==> src/rtl/sram_ctl_pkg.sv <==
`timescale 1ns/1ps
package sram_ctl_pkg;
  typedef enum logic [2:0] {
    ST_IDLE  = 3'd0,
    ST_WTURN = 3'd1,
    ST_WDRV  = 3'd2,
    ST_WHOLD = 3'd3,
    ST_RWAIT = 3'd4
  } st_t;
endpackage

==> src/rtl/sram_ctl_seq.sv <==
`timescale 1ns/1ps
module sram_ctl_seq
  import sram_ctl_pkg::*;
#(
  parameter int TURN_CYC  = 1,
  parameter int SETUP_CYC = 1,
  parameter int RD_CYC    = 2
) (
  input  logic clk,
  input  logic rst_n,
  input  logic start,
  input  logic wr,
  output st_t  st_q,
  output st_t  st_nx,
  output logic cap
);
  localparam int MAXC = (TURN_CYC > SETUP_CYC) ?
                        ((TURN_CYC > RD_CYC) ? TURN_CYC : RD_CYC) :
                        ((SETUP_CYC > RD_CYC) ? SETUP_CYC : RD_CYC);
  localparam int CW = $clog2(MAXC + 2);
  localparam logic [CW-1:0] TURN_LD  = (TURN_CYC  > 0) ? CW'(TURN_CYC - 1)  : '0;
  localparam logic [CW-1:0] SETUP_LD = (SETUP_CYC > 0) ? CW'(SETUP_CYC - 1) : '0;
  localparam logic [CW-1:0] RD_LD    = (RD_CYC    > 0) ? CW'(RD_CYC - 1)    : '0;

  logic [CW-1:0] cnt_q, cnt_nx;
  logic          cnt_zero;

  assign cnt_zero = (cnt_q == '0);

  always_comb begin
    st_nx  = st_q;
    cnt_nx = cnt_q;
    cap    = 1'b0;
    case (st_q)
      ST_IDLE: begin
        if (start) begin
          if (wr) begin
            if (TURN_CYC > 0) begin
              st_nx  = ST_WTURN;
              cnt_nx = TURN_LD;
            end else begin
              st_nx  = ST_WDRV;
              cnt_nx = SETUP_LD;
            end
          end else begin
            st_nx  = ST_RWAIT;
            cnt_nx = RD_LD;
          end
        end
      end
      ST_WTURN: begin
        if (cnt_zero) begin
          st_nx  = ST_WDRV;
          cnt_nx = SETUP_LD;
        end else begin
          cnt_nx = cnt_q - 1'b1;
        end
      end
      ST_WDRV: begin
        if (cnt_zero) st_nx = ST_WHOLD;
        else          cnt_nx = cnt_q - 1'b1;
      end
      ST_WHOLD: st_nx = ST_IDLE;
      ST_RWAIT: begin
        if (cnt_zero) begin
          st_nx = ST_IDLE;
          cap   = 1'b1;
        end else begin
          cnt_nx = cnt_q - 1'b1;
        end
      end
      default: st_nx = ST_IDLE;
    endcase
  end

  always_ff @(posedge clk or negedge rst_n) begin
    if (!rst_n) begin
      st_q  <= ST_IDLE;
      cnt_q <= '0;
    end else begin
      st_q  <= st_nx;
      cnt_q <= cnt_nx;
    end
  end
endmodule

==> src/rtl/sram_ctl_pins.sv <==
`timescale 1ns/1ps
module sram_ctl_pins
  import sram_ctl_pkg::*;
#(
  parameter int AW = 17,
  parameter int DW = 8
) (
  input  logic          clk,
  input  logic          rst_n,
  input  st_t           st_nx,
  input  logic          load,
  input  logic [AW-1:0] addr,
  input  logic [DW-1:0] wdata,
  output logic [AW-1:0] mem_addr,
  output logic          mem_ce_n,
  output logic          mem_ce,
  output logic          mem_oe_n,
  output logic          mem_we_n,
  output logic [DW-1:0] mem_dq_out,
  output logic          mem_dq_oe
);
  logic          sel_nx, we_nx, drv_nx;
  logic [AW-1:0] addr_nx;
  logic [DW-1:0] data_nx;

  always_comb begin
    sel_nx  = (st_nx != ST_IDLE);
    we_nx   = (st_nx == ST_WTURN) || (st_nx == ST_WDRV);
    drv_nx  = (st_nx == ST_WDRV);
    addr_nx = load ? addr  : mem_addr;
    data_nx = load ? wdata : mem_dq_out;
  end

  always_ff @(posedge clk or negedge rst_n) begin
    if (!rst_n) begin
      mem_ce_n   <= 1'b1;
      mem_ce     <= 1'b0;
      mem_oe_n   <= 1'b1;
      mem_we_n   <= 1'b1;
      mem_dq_oe  <= 1'b0;
      mem_addr   <= '0;
      mem_dq_out <= '0;
    end else begin
      mem_ce_n   <= ~sel_nx;
      mem_ce     <= sel_nx;
      mem_oe_n   <= ~sel_nx;
      mem_we_n   <= ~we_nx;
      mem_dq_oe  <= drv_nx;
      mem_addr   <= addr_nx;
      mem_dq_out <= data_nx;
    end
  end
endmodule

==> src/rtl/sram_ctl_rdcap.sv <==
`timescale 1ns/1ps
module sram_ctl_rdcap #(
  parameter int DW = 8
) (
  input  logic          clk,
  input  logic          rst_n,
  input  logic          cap,
  input  logic [DW-1:0] dq_in,
  output logic          rsp_valid,
  output logic [DW-1:0] rsp_rdata
);
  logic [DW-1:0] rdata_nx;

  always_comb rdata_nx = cap ? dq_in : rsp_rdata;

  always_ff @(posedge clk or negedge rst_n) begin
    if (!rst_n) begin
      rsp_valid <= 1'b0;
      rsp_rdata <= '0;
    end else begin
      rsp_valid <= cap;
      rsp_rdata <= rdata_nx;
    end
  end
endmodule

==> src/rtl/sram_ctl.sv <==
`timescale 1ns/1ps
module sram_ctl
  import sram_ctl_pkg::*;
#(
  parameter int AW        = 17,
  parameter int DW        = 8,
  parameter int TURN_CYC  = 1,
  parameter int SETUP_CYC = 1,
  parameter int RD_CYC    = 2
) (
  input  logic          clk,
  input  logic          rst_n,
  input  logic          req_valid,
  output logic          req_ready,
  input  logic          req_write,
  input  logic [AW-1:0] req_addr,
  input  logic [DW-1:0] req_wdata,
  output logic          rsp_valid,
  output logic [DW-1:0] rsp_rdata,
  output logic [AW-1:0] mem_addr,
  output logic          mem_ce_n,
  output logic          mem_ce,
  output logic          mem_oe_n,
  output logic          mem_we_n,
  output logic [DW-1:0] mem_dq_out,
  output logic          mem_dq_oe,
  input  logic [DW-1:0] mem_dq_in
);
  if (SETUP_CYC < 1) begin : g_bad_setup
    $error("sram_ctl: SETUP_CYC must be at least 1");
  end
  if (RD_CYC < 1) begin : g_bad_read
    $error("sram_ctl: RD_CYC must be at least 1");
  end

  st_t  st_q, st_nx;
  logic cap, accept;

  assign req_ready = (st_q == ST_IDLE);
  assign accept    = req_valid && req_ready;

  sram_ctl_seq #(
    .TURN_CYC (TURN_CYC),
    .SETUP_CYC(SETUP_CYC),
    .RD_CYC   (RD_CYC)
  ) u_seq (
    .clk  (clk),
    .rst_n(rst_n),
    .start(accept),
    .wr   (req_write),
    .st_q (st_q),
    .st_nx(st_nx),
    .cap  (cap)
  );

  sram_ctl_pins #(.AW(AW), .DW(DW)) u_pins (
    .clk       (clk),
    .rst_n     (rst_n),
    .st_nx     (st_nx),
    .load      (accept),
    .addr      (req_addr),
    .wdata     (req_wdata),
    .mem_addr  (mem_addr),
    .mem_ce_n  (mem_ce_n),
    .mem_ce    (mem_ce),
    .mem_oe_n  (mem_oe_n),
    .mem_we_n  (mem_we_n),
    .mem_dq_out(mem_dq_out),
    .mem_dq_oe (mem_dq_oe)
  );

  sram_ctl_rdcap #(.DW(DW)) u_rdcap (
    .clk      (clk),
    .rst_n    (rst_n),
    .cap      (cap),
    .dq_in    (mem_dq_in),
    .rsp_valid(rsp_valid),
    .rsp_rdata(rsp_rdata)
  );
endmodule

==> config.mk <==
export PLATFORM = sky130hd
export DESIGN_NAME = sram_ctl
export DESIGN_NICKNAME = d
export VERILOG_FILES = /design/src/rtl/sram_ctl_pkg.sv /design/src/rtl/sram_ctl_seq.sv /design/src/rtl/sram_ctl_pins.sv /design/src/rtl/sram_ctl_rdcap.sv /design/src/rtl/sram_ctl.sv
export SDC_FILE = /design/constraint.sdc
export NUM_CORES = 1
export LEC_CHECK = 0
export BUFFER_PORTS_ARGS = -buffer_cell sky130_fd_sc_hd__buf_2
export CAP_MARGIN = 20
export CORE_ASPECT_RATIO = 1.25
export CORE_UTILIZATION = 52
export CTS_CLUSTER_DIAMETER = 100
export CTS_CLUSTER_SIZE = 40
export DETAILED_ROUTE_END_ITERATION = 6
export PLACE_DENSITY = 0.86
export SLEW_MARGIN = 40
export SYNTH_ARGS = -nofsm -noshare
export SYNTH_HDL_FRONTEND = slang
export SYNTH_HIERARCHICAL = 1
export SYNTH_SLANG_ARGS = --single-unit
==> constraint.sdc <==
create_clock -name clk -period 3.25 [get_ports clk]
set_input_delay 0.4875 -clock clk [delete_from_list [all_inputs] [get_ports clk]]
set_output_delay 0.4875 -clock clk [all_outputs]
set_load 0.005 [all_outputs]
* After elaboration in Yosys (flattened, before gate mapping)
Index checks and enable logic that the tools add are counted.
** Word-level totals
- Word-level logic and storage cells :: 41
- Bits in registers :: 43
- Latch bits :: 0
- Output and inout port bits :: 40
- Memories :: 0
- Bits in read-only memories :: 0
- RAM bits :: 0
** Cells by class
- Eq/ne operators :: 7
- Reductions and logical operators :: 8
- Bitwise gates (word level) :: 2
- $add $sub $neg :: 1
- Multiply operators :: 0
- Shifts and indexed selects :: 0
- Div/mod/pow operators :: 0
- $lt $le $gt $ge :: 0
- Mux-type cells :: 13
** Operators by type and width (count)
- 3-bit two-way mux :: 5
- 3-bit one-hot mux with 4 select lines :: 1
- 3-bit by 1-bit == test with 1-bit output (second input constant) :: 2
- 3-bit by 2-bit == test with 1-bit output (second input constant) :: 2
- 2-bit two-way mux :: 3
- 2-bit one-hot mux with 3 select lines :: 1
- 3-bit nonzero test :: 2
- 3-bit == test (second input constant) :: 1
- 3-bit zero test :: 1
- 1-bit two-way mux :: 3
- 3-bit AND reduction :: 1
- 2-bit zero test :: 1
- 2-bit by 1-bit inequality test with 1-bit output (second input constant) :: 1
- 2-bit inequality test (second input constant) :: 1
- 1-bit NOT :: 2
- 2-bit OR reduction :: 1
- 2-bit by 1-bit subtractor with 2-bit output (second input constant) :: 1
- 1-bit logical AND :: 1
- 1-bit logical OR :: 1

* Longest topological paths before layout
Gate-level depths: netlist of the first run.
- Word-level depth :: 7
- Depth in mapped cells :: 7
- Gate-level depth less buffers :: 7

* Cells and area by module
Netlist of the first run, hierarchy kept.
** By module, submodules not included
- sram_ctl_pins :: area each 1176.1 um2, times used 1, cells each 63
- sram_ctl_seq :: area each 390.4 um2, times used 1, cells each 41
- sram_ctl_rdcap :: area each 356.6 um2, times used 1, cells each 18
- sram_ctl :: area each 20.0 um2, times used 1, cells each 2

* Worst setup path after synthesis of the first run
OpenSTA, ideal clock, no wires.
- Path kind :: input to register
- Start :: input req_valid
- End :: register u_pins.mem_we_n
- Slack :: 1477 ps
- Data arrival time :: 1693 ps
- Library setup time :: 80 ps
- Cell stages on the path :: 6
- Cells stage by stage :: nor4b_2 nand2_1 a221o_2 a21oi_1 xor2_1 nand2b_1
** Between the ends
- Longest elaborated chain between the ends :: 6
- Elaborated cells between the ends (all ways) :: 7
- Those cells by class :: eq/ne: 2; mux: 2; bitwise: 1; reduce/logical: 2
** RTL lines
- start: declaration :: RTL line sram_ctl.sv:13 : input logic req_valid,
- 1-bit logical AND (*) :: RTL line sram_ctl.sv:40 : assign accept = req_valid && req_ready;
- 3-bit two-way mux (*) :: RTL line sram_ctl_seq.sv:36 : if (start) begin
- 3-bit one-hot mux with 4 select lines (*) :: RTL line sram_ctl_seq.sv:34 : case (st_q)
- net st_nx[0] :: RTL line sram_ctl.sv:36 : st_t st_q, st_nx;
- 3-bit by 1-bit == test with 1-bit output or 3-bit by 2-bit == test with 1-bit output (tied branches) :: RTL line sram_ctl_pins.sv:28 : we_nx = (st_nx == ST_WTURN) || (st_nx == ST_WDRV);
- 1-bit logical OR (*) :: RTL line sram_ctl_pins.sv:28
- 1-bit NOT (*) :: RTL line sram_ctl_pins.sv:47 : mem_we_n <= ~we_nx;
- end signal: assignment :: RTL line sram_ctl_pins.sv:47
- end: declaration :: RTL line sram_ctl_pins.sv:18 : output logic mem_we_n,
Mark *: on every way through the listed nets, which the timed path passes. The rest lies on a longest branch.
A chain may end at the register's enable or synchronous reset.

* Worst setup path in the final report of the first run
- Start :: register u_seq.st_q[2]
- End :: register u_pins.mem_ce_n
** Between the ends
- Longest elaborated chain between the ends :: 6
- Elaborated cells between the ends (all ways) :: 12
- Those cells by class :: eq/ne: 3; mux: 5; bitwise: 1; reduce/logical: 3
** RTL lines
- start: declaration :: RTL line sram_ctl_seq.sv:13 : output st_t st_q,
- start signal: assignment :: RTL line sram_ctl_seq.sv:81 : st_q <= st_nx;
- 3-bit zero test :: RTL line sram_ctl.sv:39 : assign req_ready = (st_q == ST_IDLE);
- 1-bit logical AND :: RTL line sram_ctl.sv:40
- net accept :: RTL line sram_ctl.sv:37 : logic cap, accept;
- 3-bit two-way mux :: RTL line sram_ctl_seq.sv:36
- 3-bit one-hot mux with 4 select lines :: RTL line sram_ctl_seq.sv:34
- net st_nx[2] :: RTL line sram_ctl.sv:36
- 3-bit nonzero test :: RTL line sram_ctl_pins.sv:27 : sel_nx = (st_nx != ST_IDLE);
- net u_pins.sel_nx :: RTL line sram_ctl_pins.sv:22 : logic sel_nx, we_nx, drv_nx;
- 1-bit NOT :: RTL line sram_ctl_pins.sv:44 : mem_ce_n <= ~sel_nx;
- end signal: assignment :: RTL line sram_ctl_pins.sv:44
- end: declaration :: RTL line sram_ctl_pins.sv:15 : output logic mem_ce_n,
The timed path passes the listed nets, and every way through them passes these cells.

==> results of run 1 <==
area by class of cell:
class	instances	area, sq um
Clock inverter	2	60.1
Clock buffer	6	72.6
Sequential cell	43	1080
Fill cell	262	1120
Multi-Input combinational cell	69	761
Tap cell	39	48.8
Inverter	4	15.0
Timing Repair Buffer	77	390
power by group through the flow:
| stage | combinational, W | clock [W] | sequential [W] |
|---|---|---|---|
| after floorplan | 0.000733 | 0 | 0.000959 |
| after global placement | 0.00100 | 0 | 0.000957 |
| after detailed placement | 0.00103 | 0 | 0.000969 |
| after CTS | 0.00104 | 0.000492 | 0.000961 |
| after global routing | 0.00111 | 0.000515 | 0.000996 |
| final | 0.00103 | 0.000482 | 0.000959 |
worst max-delay path: cells and delay by family, from the launching register on:
family,cells,cell delay [ps]
compound gates,1,60
buf+inv,2,470
flops,1,570
simple gates,4,900
cells in the mapped netlist:
master,instances,share of area
dfrtp_1,41,0.53
mux2_4,29,0.22
mux2_2,5,0.029
buf_6,4,0.023
nor3_1,4,0.010
a21oi_1,3,0.0077
ha_1,3,0.019
inv_1,3,0.0058
nor2_1,3,0.0058
a211oi_1,2,0.0077
buf_12,2,0.021
dfstp_2,2,0.027
nand2b_1,2,0.0064
nor3b_1,2,0.0077
a221o_2,1,0.0058
a31oi_1,1,0.0032
and3_2,1,0.0039
buf_2,1,0.0026
buf_4,1,0.0039
inv_2,1,0.0019
mux2i_1,1,0.0052
nand2_1,1,0.0019
nand3b_1,1,0.0039
nor2b_1,1,0.0032
nor4b_1,1,0.0045
nor4b_2,1,0.0077
o21ai_0,1,0.0026
o31ai_2,1,0.0064
o32a_1,1,0.0052
or2_2,1,0.0032
or3_1,1,0.0032
xnor2_1,1,0.0045
xor2_1,1,0.0045
sequential cells by signal, indices dropped and copies added, names as in the netlist:
| signal | count |
|---|---|
| u_pins/mem_dq_out | 8 |
| u_rdcap/rsp_rdata | 8 |
| u_pins/mem_ce_n | 1 |
| u_pins/mem_we_n | 1 |
| u_seq/st_q | 3 |
| u_pins/mem_addr | 17 |
| u_pins/mem_ce | 1 |
| u_rdcap/rsp_valid | 1 |
| u_pins/mem_dq_oe | 1 |
| u_seq/cnt_q | 2 |
layout by cell type (no fill, tap or decap), drive strengths merged:
| cell | n |
|---|---|
| nor3b | 2 |
| a31oi | 1 |
| bufinv | 2 |
| nand3b | 1 |
| or3 | 1 |
| nand2 | 1 |
| xor2 | 1 |
| o21ai | 1 |
| a221o | 1 |
| a211oi | 2 |
| o32a | 1 |
| dfstp | 2 |
| nor4b | 2 |
| and3 | 1 |
| or2 | 1 |
| clkbuf | 6 |
| nor3 | 4 |
| mux2 | 34 |
| nor2 | 3 |
| nor2b | 1 |
| inv | 4 |
| o31ai | 1 |
| mux2i | 1 |
| ha | 3 |
| dfrtp | 41 |
| xnor2 | 1 |
| nand2b | 2 |
| a21oi | 3 |
| buf | 77 |
layer usage:
| layer | up-vias | global-route usage | wire length (microns) |
|---|---|---|---|
| met1 | 579 | 0.239 | 1560 |
| met5 | - | 0 | 0 |
| li1 | 588 | - | - |
| met4 | 0 | 0.0750 | 77 |
| met2 | 53 | 0.294 | 1670 |
| met3 | 9 | 0.0481 | 224 |
final timing paths:
path | endpoint | slack (ps)
worst max-delay path | u_pins/mem_ce_n | 1180
worst min-delay path | u_pins/mem_dq_out[0] | 160
worst max register to register | u_pins/mem_ce_n | 1180
worst min register to register | u_pins/mem_addr[16] | 500
max in group asynchronous | u_pins/mem_ce_n | 2700
min in group clk | u_pins/mem_addr[10] | 420
kinds of logic (layout without fill, tap and decap cells):
logic type / Yosys count / count (layout) / share of synthesized area
AND/OR/NAND/NOR: 19 / 19 / 0.0618
multiplexers: 35 / 35 / 0.258
buffers and inverters: 12 / 89 / 0.0579
XOR/XNOR: 2 / 2 / 0.00902
flip-flops: 43 / 43 / 0.555
adder cells (fa/ha/maj): 3 / 3 / 0.0193
AO/OA/AOI/OAI: 10 / 10 / 0.0386
stage by stage:
step	cells	setup slack, ps	power [W]
global placement	232	1250	0.00196
finish	240	1180	0.00247
floorplan	124	1480	0.00169
global route	240	1020	0.00262
CTS	240	1180	0.00249
detailed placement	232	1200	0.00200
==> results.cfg, run 1 <==
[synth]
ys.warnings.count = 6
syn_inst = 124
synth_seq_cells = 43
syn_nets = 164
yosysUniqueCellTypes = 33
ys_seq_area_frac = 0.555
synth.cell_area_sq_um = 1940
avgSynthCellArea_sq_um = 15.7

[cts]
cts_resized = 0
clk_pin_slew_worst_paths_ps = 80
numCtsBuffers = 5
cts_tree = done
htreeDepth = 2
clkLatencyLatePin_ps = 290
cts.hold.buffers_added = 0
cts.sinks = 43
clockBufferDepth = 2
cts_root_buf = clkbuf_8
postCtsSetupBuffers = 0

[floorplan]
io_pins = 77
fp.coreArea_sq_um = 3540
fp.dieH_microns = 70.3
row_count = 24
die-area_sq_um = 3990
initial_core_util = 0.548
die_x_microns = 56.7

[drt]
routed_wl_microns = 3530
dr_total_vias = 1229
via_per_inst = 5.12
drt_iter0_markers = 39
antenna_left = 0
drc_errors = 18
routedWlPerCell_microns = 14.7
first_pass_iters = 7

[setup_path]
path_class = reg2reg
crit_path_top_delay_cell = dfrtp_1
worstPathRequired_ps = 3480
crit_chain = nor4b_4, buf_4, nor3b_1, a21oi_1, nor2_1, or3_1, inv_1
crit_fanout = 28
cp-startpoint = u_seq/st_q[2]
start_kind = register
reg2reg_from = u_seq/st_q[2]
r2r_cells = 7
cpPeakStageDelay_ps = 570
cp.arrival_ps = 2290
cp-end-kind = register

[global_routing]
grt_first_pass_wirelength_microns = 5570
grt_pass1_vias = 1205
grt_antenna_before_repair = 0
grt_overflow_total = 0
grt_max_degree = 44
track_usage = 0.185

[pwr]
p_seq_frac = 0.388
intPower_w = 0.00172
p_leak_nw = 1.25
peakVddDrop_mv = 0.536
power_switching_w = 0.000748
combPwrFrac = 0.416
switching_share = 0.303
clkPwrFrac = 0.195
cellPowerDensity_nw_per_um2 = 1020

[sta]
fin_hold_ws_ps = 164
hold_violations = 0
post-route-period-util = 0.636
rsz0062_at_grt = false
worst_pin_slew_ps = 527
maxSlewHeadroom = 0.649
slew_viol_final = 0
clock.fmax_mhz = 484
setup_viol = 0
fin_tns_setup_ps = 0
min_period_ps = 2070
finalClockSkew_ps = 7.24

[final_layout]
area_growth_pct = 24.9
finalInstanceArea_sq_um = 2430
nets = 240
antennaDiodeCount = 0
fin_util = 0.685
drive_gt1_frac = 0.627

[placement]
postPlaceCellArea_sq_um = 2290
place.gp.congestion = 0.788
port_buffers = 76
place_hpwl_microns = 2440

[run_status]
violations = DRC
status = finished, violations left

[flow_run]
maxCapViolations = 0

[worst_hold_path]
min_path_type = in2async
No activity file was read; power rests on OpenSTA's default activity.
==> run 2, diff against run 1 <==
--- a/config.mk
+++ b/config.mk
@@ -8,11 +8,11 @@
 export BUFFER_PORTS_ARGS = -buffer_cell sky130_fd_sc_hd__buf_2
 export CAP_MARGIN = 20
 export CORE_ASPECT_RATIO = 1.25
-export CORE_UTILIZATION = 52
+export CORE_UTILIZATION = 48
 export CTS_CLUSTER_DIAMETER = 100
 export CTS_CLUSTER_SIZE = 40
 export DETAILED_ROUTE_END_ITERATION = 6
-export PLACE_DENSITY = 0.86
+export PLACE_DENSITY = 0.8
 export SLEW_MARGIN = 40
 export SYNTH_ARGS = -nofsm -noshare
 export SYNTH_HDL_FRONTEND = slang
==> constraint.sdc (replaced) <==
create_clock -name clk -period 2.09 [get_ports clk]
set_input_delay 0.3135 -clock clk [delete_from_list [all_inputs] [get_ports clk]]
set_output_delay 0.3135 -clock clk [all_outputs]
set_load 0.005 [all_outputs]
==> results.cfg, run 2 (same netlist as run 1, synthesis figures left out) <==
[run_status]
status = finished clean

[setup_path]
reg2reg_from = u_seq/cnt_q[0]
start_kind = register
cp-end-kind = register
worstPathRequired_ps = 2310
crit_fanout = 6
r2r_cells = 7
reg2reg_to = u_pins/mem_we_n
r2r_slack_ps = 180
cp.arrival_ps = 2130
path_class = reg2reg

[final_layout]
area_growth_pct = 26.9
top_register = u_pins/mem_addr
largest_reg_flops = 17
fin_cells = 260
fin_util = 0.646
drive_gt1_frac = 0.641
nets = 245
layout_common_cells = 76 x buf_2, 41 x dfrtp_1, 29 x mux2_4, 6 x clkbuf_8, 6 x buf_4
top_regs = u_pins/mem_addr (17), u_pins/mem_dq_out (8), u_rdcap/rsp_rdata (8)
antennaDiodeCount = 0
final_common_cell = buf_2

[sta]
setup_viol = 0
post-route-period-util = 0.913
worst_pin_slew_ps = 524
min_period_ps = 1910
clock.fmax_mhz = 524
hold_violations = 0
maxSlewHeadroom = 0.650
finalClockSkew_ps = 3.35
slew_viol_final = 0
rsz0062_at_grt = false
fin_tns_setup_ps = 0

[global_routing]
grt_antenna_before_repair = 0
grt_max_degree = 44
grt_first_pass_wirelength_microns = 5590
track_usage = 0.173
grt_overflow_total = 0
grt_pass1_vias = 1205

[pwr]
clkPwrFrac = 0.172
cellPowerDensity_nw_per_um2 = 1530
intPower_w = 0.00262
power_switching_w = 0.00115
combPwrFrac = 0.445
p_seq_frac = 0.383
peakVddDrop_mv = 0.850
switching_share = 0.305
p_leak_nw = 1.27
total_power_w = 0.00377

[placement]
place_hpwl_microns = 2540
port_buffers = 76
place.gp.congestion = 0.720
placed_cells = 252

[drt]
routedWlPerCell_microns = 13.7
drc_errors = 0
antenna_left = 0
drt_iter0_markers = 36
routed_wl_microns = 3560
via_per_inst = 4.81
dr_total_vias = 1251
first_pass_iters = 3

[cts]
clockBufferDepth = 2
clkLatencyLatePin_ps = 290
cts_resized = 0
cts.hold.buffers_added = 0
numCtsBuffers = 5
clk_pin_slew_worst_paths_ps = 80
cts_tree = done
htreeDepth = 2
cts_root_buf = clkbuf_8
cts.sinks = 43
postCtsSetupBuffers = 0

[floorplan]
die_x_microns = 58.9
io_pins = 77
fp.dieH_microns = 73.1
die-area_sq_um = 4310
fp.coreArea_sq_um = 3820
row_count = 25
initial_core_util = 0.509

[flow_run]
maxCapViolations = 0

[worst_hold_path]
min_path_type = in2async
==> run 2: final cells by class <==
class / count / area [sq um]
repair buffers: 82 / 425
flip-flops and latches: 43 / 1080
well taps: 54 / 67.6
inverters: 4 / 15.0
clock inverters: 2 / 35.0
clock buffers: 6 / 82.6
fillers: 314 / 1350
multi-input cells: 69 / 761
==> run 2: worst max path at each step <==
stage | from | to | slack, ps | cells after the start
after global placement | u_seq/cnt_q[0] | u_pins/mem_we_n | 290 | 7
after floorplan | u_seq/st_q[2] | u_pins/mem_we_n | 330 | 6
final | u_seq/cnt_q[0] | u_pins/mem_we_n | 180 | 7
after CTS | u_seq/cnt_q[0] | u_pins/mem_we_n | 190 | 7
after detailed placement | u_seq/cnt_q[0] | u_pins/mem_we_n | 210 | 7
after global routing | u_seq/cnt_q[0] | u_pins/mem_we_n | 30 | 7
==> run 2: metal layers <==
metal / GRT usage / part of all wire / routed length [microns]
met4: 0.0635 / 0.012 / 44
met5: 0 / 0 / 0
met1: 0.207 / 0.43 / 1530
met2: 0.298 / 0.50 / 1760
met3: 0.0443 / 0.063 / 223
==> run 2: worst max-delay path: stages (launching register included) <==
cell and delay (ps):
dfrtp_1 430, inv_1 100, ha_1 300, inv_2 70, a221o_2 380, a21oi_1 280, xor2_1 200, nand2b_1 80
==> run 2: through the flow <==
stage | instance area (sq um) | setup WS (ps) | hold WS, ps
final | 2460 | 182 | 85.8
after global routing | 2460 | 30.4 | 130
after CTS | 2460 | 188 | 90.0
after detailed placement | 2350 | 211 | 406
after global placement | 2350 | 294 | 411
after floorplan | 1940 | 325 | 17.9
==> run 2: power by group through the flow <==
stage / registers (W) / clock network [W] / logic, W
after global routing: 0.00149 / 0.000700 / 0.00185
after detailed placement: 0.00146 / 0 / 0.00168
after CTS: 0.00145 / 0.000673 / 0.00170
final: 0.00145 / 0.000647 / 0.00168
after floorplan: 0.00149 / 0 / 0.00114
after global placement: 0.00144 / 0 / 0.00166
